<file path="src/rtl/insn_prefix_imm_scan.sv">
module insn_prefix_imm_scan (
  input  logic        clk,
  input  logic        rst,
  input  logic [1:0]  mode,
  input  logic        byte_vld,
  input  logic [7:0]  byte_in,
  input  logic [3:0]  size_type,
  output logic        done,
  output logic [7:0]  op_out,
  output logic [7:0]  pfx_out,
  output logic [7:0]  rex_out,
  output logic [1:0]  osize_out,
  output logic [63:0] imm_out
);
  logic        in_imm;
  logic [7:0]  pfx_q, rex_q, op_q;
  logic [1:0]  osz_q;
  logic [63:0] imm_q;
  logic [4:0]  need_q, got_q;

  wire       long_m = mode[1];
  wire [7:0] pfx_b  = done ? 8'h00 : pfx_q;
  wire [7:0] rex_b  = done ? 8'h00 : rex_q;
  wire       is_rex = long_m && (byte_in[7:4] == 4'h4);
  wire       last   = (got_q + 5'd1) == need_q;

  logic       is_leg;
  logic [7:0] pfx_n;
  always_comb begin
    is_leg = 1'b1;
    pfx_n  = pfx_b;
    case (byte_in)
      8'h66:   pfx_n[3] = 1'b1;
      8'h67:   pfx_n[4] = 1'b1;
      8'hF0:   pfx_n[5] = 1'b1;
      8'hF3:   pfx_n[6] = 1'b1;
      8'hF2:   pfx_n[7] = 1'b1;
      8'h2E:   pfx_n[2:0] = 3'd1;
      8'h3E:   pfx_n[2:0] = 3'd2;
      8'h26:   pfx_n[2:0] = 3'd3;
      8'h64:   pfx_n[2:0] = 3'd4;
      8'h65:   pfx_n[2:0] = 3'd5;
      8'h36:   pfx_n[2:0] = 3'd6;
      default: is_leg = 1'b0;
    endcase
  end

  logic [1:0] osz_n;
  always_comb begin
    if (long_m && rex_b[3])            osz_n = 2'd3;
    else if (long_m || mode == 2'b01)  osz_n = pfx_b[3] ? 2'd1 : 2'd2;
    else                               osz_n = pfx_b[3] ? 2'd2 : 2'd1;
  end

  logic [4:0] cnt_n;
  always_comb begin
    case (size_type)
      4'd1:    cnt_n = 5'd1;
      4'd2:    cnt_n = 5'd2;
      4'd3:    cnt_n = 5'd4;
      4'd4:    cnt_n = 5'd8;
      4'd5:    cnt_n = 5'd16;
      4'd6:    cnt_n = (osz_n == 2'd1) ? 5'd2 : 5'd4;
      4'd7:    cnt_n = (osz_n == 2'd1) ? 5'd2 : (osz_n == 2'd2) ? 5'd4 : 5'd8;
      4'd8:    cnt_n = 5'd3;
      4'd9:    cnt_n = (osz_n == 2'd1) ? 5'd4 : (osz_n == 2'd2) ? 5'd6 : 5'd0;
      default: cnt_n = 5'd0;
    endcase
  end

  always_ff @(posedge clk) begin
    if (rst) begin
      in_imm <= 1'b0;
      done   <= 1'b0;
      pfx_q  <= 8'h00;
      rex_q  <= 8'h00;
      op_q   <= 8'h00;
      osz_q  <= 2'd0;
      imm_q  <= 64'h0;
      need_q <= 5'd0;
      got_q  <= 5'd0;
    end else begin
      done <= 1'b0;
      if (done) begin
        pfx_q <= 8'h00;
        rex_q <= 8'h00;
      end
      if (byte_vld) begin
        if (in_imm) begin
          if (!got_q[4] && !got_q[3]) imm_q[{got_q[2:0], 3'b000} +: 8] <= byte_in;
          got_q <= got_q + 5'd1;
          if (last) begin
            in_imm <= 1'b0;
            done   <= 1'b1;
            if (need_q == 5'd4) imm_q[63:32] <= {32{byte_in[7]}};
          end
        end else if (is_leg) begin
          pfx_q <= pfx_n;
          rex_q <= 8'h00;
        end else if (is_rex) begin
          rex_q <= byte_in;
        end else begin
          op_q   <= byte_in;
          osz_q  <= osz_n;
          need_q <= cnt_n;
          got_q  <= 5'd0;
          imm_q  <= 64'h0;
          pfx_q  <= pfx_b;
          rex_q  <= rex_b;
          if (cnt_n == 5'd0) done   <= 1'b1;
          else               in_imm <= 1'b1;
        end
      end
    end
  end

  assign op_out    = done ? op_q  : 8'h00;
  assign pfx_out   = done ? pfx_q : 8'h00;
  assign rex_out   = done ? rex_q : 8'h00;
  assign osize_out = done ? osz_q : 2'd0;
  assign imm_out   = done ? imm_q : 64'h0;
endmodule

</file>
<file path="config.mk">
export PLATFORM = sky130hd
export DESIGN_NAME = insn_prefix_imm_scan
export DESIGN_NICKNAME = d
export VERILOG_FILES = /design/src/rtl/insn_prefix_imm_scan.sv
export SDC_FILE = /design/constraint.sdc
export NUM_CORES = 1
export LEC_CHECK = 0
export ABC_AREA = 1
export ABC_CLOCK_PERIOD_IN_PS = 3500
export BUFFER_PORTS_ARGS = -buffer_cell sky130_fd_sc_hd__buf_4
export CAP_MARGIN = 20
export CORE_ASPECT_RATIO = 0.9
export CORE_MARGIN = 2
export CORE_UTILIZATION = 35
export DETAILED_ROUTE_END_ITERATION = 10
export MAX_ROUTING_LAYER = met4
export PLACE_DENSITY_LB_ADDON = 0.1
export SLEW_MARGIN = 20
export SYNTH_ARGS = -nofsm -noshare
export SYNTH_HDL_FRONTEND = slang
export SYNTH_SLANG_ARGS = --single-unit
</file>
<file path="constraint.sdc">
create_clock -name clk -period 3.5 [get_ports clk]
set_clock_uncertainty 0.2 [all_clocks]
set_input_delay 0.175 -clock clk [delete_from_list [all_inputs] [get_ports clk]]
set_output_delay 0.175 -clock clk [all_outputs]
set_load 0.02 [all_outputs]
</file>
After elaboration in Yosys (flattened, before gate mapping). Index checks and enable logic that the tools add are counted.

Register bits: 102. Output and inout bits: 91. Word-level logic and storage cells: 110. Input bits: 17.

Mux-type cells: 51. Bitwise gates (word level): 4. $add $sub $neg: 2. Reductions and logical operators: 12. Shifts and indexed selects: 2. Equality and inequality tests: 29.

Operators by type and width (count): 64-bit 2-to-1 mux (5); 8-bit 2-to-1 mux (12); 64-bit bitwise mux (1); 32-bit 2-to-1 mux (2); 8-bit by 8-bit variable shift with 64-bit output (first input constant) (1); 8-bit by 8-bit variable part select with 64-bit output (1); 5-bit one-hot mux with 9 select lines (1); 8-bit by 6-bit equality test with 1-bit output (second input constant) (4); 8-bit by 7-bit equality test with 1-bit output (second input constant) (4); 8-bit equality test (second input constant) (3); 4-bit by 3-bit equality test with 1-bit output (second input constant) (5); 3-bit one-hot mux with 6 select lines (1); 1-bit 2-to-1 mux (16); 5-bit 2-to-1 mux (3); 11-bit OR reduction (1); 2-bit 2-to-1 mux (5); 3-bit 2-to-1 mux (3); 4-bit by 2-bit equality test with 1-bit output (second input constant) (2); 4-bit equality test (second input constant) (2); 4-bit 2-to-1 mux (2); 6-bit negator with 8-bit output (1); 4-bit AND reduction (2); 5-bit by 1-bit adder with 5-bit output (second input constant) (1); 5-bit by 3-bit equality test with 1-bit output (second input constant) (1); 13 further kinds (21).

Longest topological paths before layout.
Depth after elaboration: 13. Depth in mapped cells: 15. Mapped depth without buffers: 13.

Least setup slack after synthesis. OpenSTA, ideal clock, no wires.

Path kind: flip-flop to flip-flop. From: register got_q[0]. To: register imm_q[48]. Cell stages (with the launch flop): 14. Buffers on the path: 1. Period minus slack after synthesis: 2368 ps. Data arrival time: 2098 ps. Library setup time: 70 ps. Required time: 3230 ps. Setup slack: 1132 ps. Cell sequence: dfxtp_1 -> buf_2 -> inv_1 -> ha_1 -> ha_1 -> inv_1 -> nand3_1 -> nor2_1 -> nand2_1 -> nand2_1 -> inv_1 -> nand2_1 -> nand3_1 -> a21oi_1.

Word-level cells in the longest chain between the ends: 7. Elaborated cells on any way between the ends: 10. Classes of those cells: add/sub: 2; eq/ne: 1; shift: 2; mux: 5.

Ends and longest elaborated chain: start, declared (line 19) `logic [4:0] need_q, got_q;`; start signal, assigned (line 91) `got_q <= got_q + 5'd1;`; 6-bit negator with 8-bit output (line 90) `if (!got_q[4] && !got_q[3]) imm_q[{got_q[2:0], 3'b000} +: 8] <= byte_in;`; 8-bit by 8-bit variable part select with 64-bit output or 8-bit by 8-bit variable shift with 64-bit output (tied branches) (line 90); 64-bit bitwise mux (line 90); 64-bit 2-to-1 mux (line 90); 32-bit 2-to-1 mux (line 95) `if (need_q == 5'd4) imm_q[63:32] <= {32{byte_in[7]}};`; 32-bit 2-to-1 mux * (line 92) `if (last) begin`; 64-bit 2-to-1 mux * (line 89) `if (in_imm) begin`; end signal, assigned by index (line 90); end signal, assigned (line 95); end, declared (line 18) `logic [63:0] imm_q;`.

Mark *: on every way between the ends. The rest lies on a longest branch, timed or not. The select of a mux whose other input is x is not followed. A chain may end at the register's enable or synchronous reset.

Worst setup path in the final report. Ends and elaborated chain as after synthesis.

==> tab_implementation.tex <==
\begin{tabular}{lr}
\hline
Metric & Value \\
\hline
\multicolumn{2}{l}{\textbf{Finish}} \\
Number of cells in the finished layout apart from fillers & 1282 \\
Share of post-route cells with drive strength above 1 & 0.147 \\
Most common cell after layout, fill and taps aside & nand2\_1 \\
Nets & 1086 \\
Area added between synthesis and finish & 22.8\% \\
Leading cell types in the layout, fill and taps excluded & nand2\_1 (297), inv\_1 (167), nand3\_1 (125) \\
Diodes inserted & 0 \\
\multicolumn{2}{l}{\textbf{STA}} \\
Worst slew pin tran & 0.668 ns \\
Achievable clock frequency & 346 MHz \\
WHS & 0.0199 ns \\
Smallest setup slack after layout & 0.614 ns \\
Count of final setup violators & 0 \\
Max-Slew Margin vs Limit & 0.555 \\
Post-layout minimum cycle time & 2.89 ns \\
Tcrit/Tclk final & 0.825 \\
Setup repair after global routing missed its margin & false \\
Number of hold violations in the final report & 0 \\
Fin Setup TNS & 0 ns \\
Max-slew violation total from the final report & 0 \\
\multicolumn{2}{l}{\textbf{Clocking}} \\
Number of buffers created by CTS & 9 \\
Number of buffers inserted by post-CTS setup repair & 0 \\
CTS tree & done \\
Cell at the root of the clock tree & clkbuf\_16 \\
Register clock-pin slew on the reported worst setup and hold paths & 0.07 ns \\
Count of clock tree sinks & 102 \\
Worst-skew pair later-pin latency & 0.36 ns \\
Buffer depth of the longest clock path & 2 \\
CTS H-tree lvls & 3 \\
\multicolumn{2}{l}{\textbf{Placed design}} \\
Routability congestion estimate & 0.830 \\
Worst-case setup slack after placement & 0.668 ns \\
Count of input and output buffers & 107 \\
Post-Place Cells & 1255 \\
Detailed-placement wirelength estimate & 11.6 mm \\
\multicolumn{2}{l}{\textbf{Floorplan}} \\
Height of the die & 127 um \\
Initial standard-cell utilization of the core & 0.354 \\
Core Box Area & 16700 um2 \\
Core Rows & 45 \\
Full die area & 17900 um2 \\
Die W & 141 um \\
Count of pins on the block boundary & 108 \\
\multicolumn{2}{l}{\textbf{Logic synthesis}} \\
Synthesized area & 5900 um2 \\
EDFF count, synth & 0 \\
Unique cell type count in the Yosys netlist & 35 \\
Post-synthesis register bit count & 102 \\
Most frequently used flop master after synthesis & dfxtp\_1 \\
Synthesized instance count & 975 \\
Post-synthesis async set-or-reset flop share & 0 \\
Post-Syn Area per Cell & 6.06 um2 \\
Register area share after synthesis & 0.346 \\
Syn\_nets & 995 \\
Count of yosys warnings during synthesis & 0 \\
\multicolumn{2}{l}{\textbf{Detailed routing}} \\
Routed WL & 17.4 mm \\
DRC violations left & 0 \\
Vias per cell & 4.79 \\
Starting DRT DRC Count & 438 \\
Average wire length per cell after detail routing & 13.6 um \\
1st-pass router iterations & 5 \\
Post-route ant nets & 0 \\
Routed vias & 6139 \\
\multicolumn{2}{l}{\textbf{Global routing}} \\
Initial antenna violation count & 0 \\
Global-route wire length before repair & 28.7 mm \\
Met3 usage & 0.0382 \\
GRT Util Overall & 0.205 \\
Met1 Track Usage GR & 0.282 \\
Largest net degree at the start of global routing & 62 \\
Aggregate global routing overflow & 0 \\
Number of global-route vias before repair & 5541 \\
GRT Max-Usage Layer & met2 \\
Met2 routing resource usage after global routing & 0.314 \\
\multicolumn{2}{l}{\textbf{Worst setup path}} \\
Maximum fanout along the worst path & 12 \\
CP endpoint kind & flop \\
Type of the setup path with the least slack & flop to flop \\
Required time of the critical path & 3.59 ns \\
Nature of the critical path startpoint & flop \\
Data arrival, critical path & 2.97 ns \\
\multicolumn{2}{l}{\textbf{Run status}} \\
Outcome & completed \\
\multicolumn{2}{l}{\textbf{Pwr}} \\
Leakage component of the power & 0.00378 uW \\
Max IR drop VDD & 0.000243 V \\
Final Total Pwr & 2650 uW \\
Total power divided by cell area & 365 nW/um2 \\
\multicolumn{2}{l}{\textbf{Job}} \\
Maximum capacitance violations & 0 \\
\multicolumn{2}{l}{\textbf{Hold path}} \\
Hold WC Path Type & input pin to flop \\
\hline
\end{tabular}
synth_stat cells (2+ instances only):
cell type | n | area share
nand3_1 | 125 | 0.11
nor3b_1 | 2 | 0.0025
clkinv_1 | 2 | 0.0013
o22ai_1 | 3 | 0.0032
nor3_1 | 4 | 0.0034
nor2_2 | 2 | 0.0021
dfxtp_1 | 102 | 0.35
nand3_2 | 2 | 0.0034
nand4_1 | 7 | 0.0074
nor2_4 | 2 | 0.0038
o31ai_1 | 2 | 0.0025
buf_2 | 5 | 0.0042
inv_1 | 167 | 0.11
a21oi_1 | 94 | 0.080
nand2_2 | 5 | 0.0053
buf_1 | 2 | 0.0013
nand2_4 | 4 | 0.0076
buf_6 | 4 | 0.0076
inv_2 | 6 | 0.0038
ha_1 | 3 | 0.0064
clkbuf_1 | 35 | 0.022
o21ai_0 | 42 | 0.036
nand2_1 | 297 | 0.19
nor2_1 | 47 | 0.030
repair_timing:
item | CTS | global route
hold buffers | 11 | 0
hold endpoints to repair | 17 | 0
gates resized for setup | 0 | 0
critical path: stages, from the launching register on:
cell	delay (ns)
dfxtp_1	0.56
inv_1	0.12
ha_1	0.21
ha_1	0.31
inv_1	0.18
nand3_1	0.27
nor2_1	0.47
nand2_1	0.11
nand2_1	0.09
inv_1	0.04
nand2_1	0.05
nand3_1	0.07
a21oi_1	0.13
final cells by class:
class / instances / area (um2)
inverter: 176 / 662
clock inverter: 6 / 92.6
clock buffer: 10 / 229
timing repair buffer: 127 / 981
sequential: 102 / 2040
multi-input combinational: 650 / 2980
tap: 211 / 264
fill: 1894 / 9420
cell families after synthesis:
kind of cell / synth area share
compound gates: 0.125
xor+xnor: 0.00297
buf+inv: 0.150
fa+ha+maj: 0.00636
flops: 0.346
simple gates: 0.370
per-layer routing:
layer | wire, um | up-vias | part of all wire
li1 | - | 3228 | -
met2 | 7660 | 128 | 0.44
met1 | 8770 | 2767 | 0.50
met5 | 0 | - | 0
met3 | 747 | 16 | 0.043
met4 | 242 | 0 | 0.014
per-stage QoR:
stage	utilization	area [um2]
3_5_place_dp	0.409	6820
3_3_place_gp	0.409	6820
2_1_floorplan	-	5900
6_report	0.435	7250
5_1_grt	0.435	7250
4_1_cts	0.435	7250
where the power goes:
group | switching, uW | internal, uW | total (uW)
registers | 15.2 | 1180 | 1190
clock network | 490 | 633 | 1120
logic | 245 | 81.9 | 327
path summary, 6_finish.rpt:
kind	from	endpoint	slack [ns]	cells after the start
max	got_q[0]$_SDFFE_PP0P_	imm_q[48]$_SDFFE_PP0P_	0.61	12
min	size_type[0]	need_q[2]$_SDFFE_PP0P_	0.02	5
max reg2reg	got_q[0]$_SDFFE_PP0P_	imm_q[48]$_SDFFE_PP0P_	0.61	12
min reg2reg	rex_q[5]$_SDFF_PP0_	rex_q[5]$_SDFF_PP0_	0.23	2
sequential cells by signal (all words and copies together) (netlist names):
signal  count
imm_q      64
op_q        8
pfx_q       8
rex_q       8
got_q       5
need_q      5
osz_q       2
done        1
in_imm      1
(Power assumes the default switching activity.)
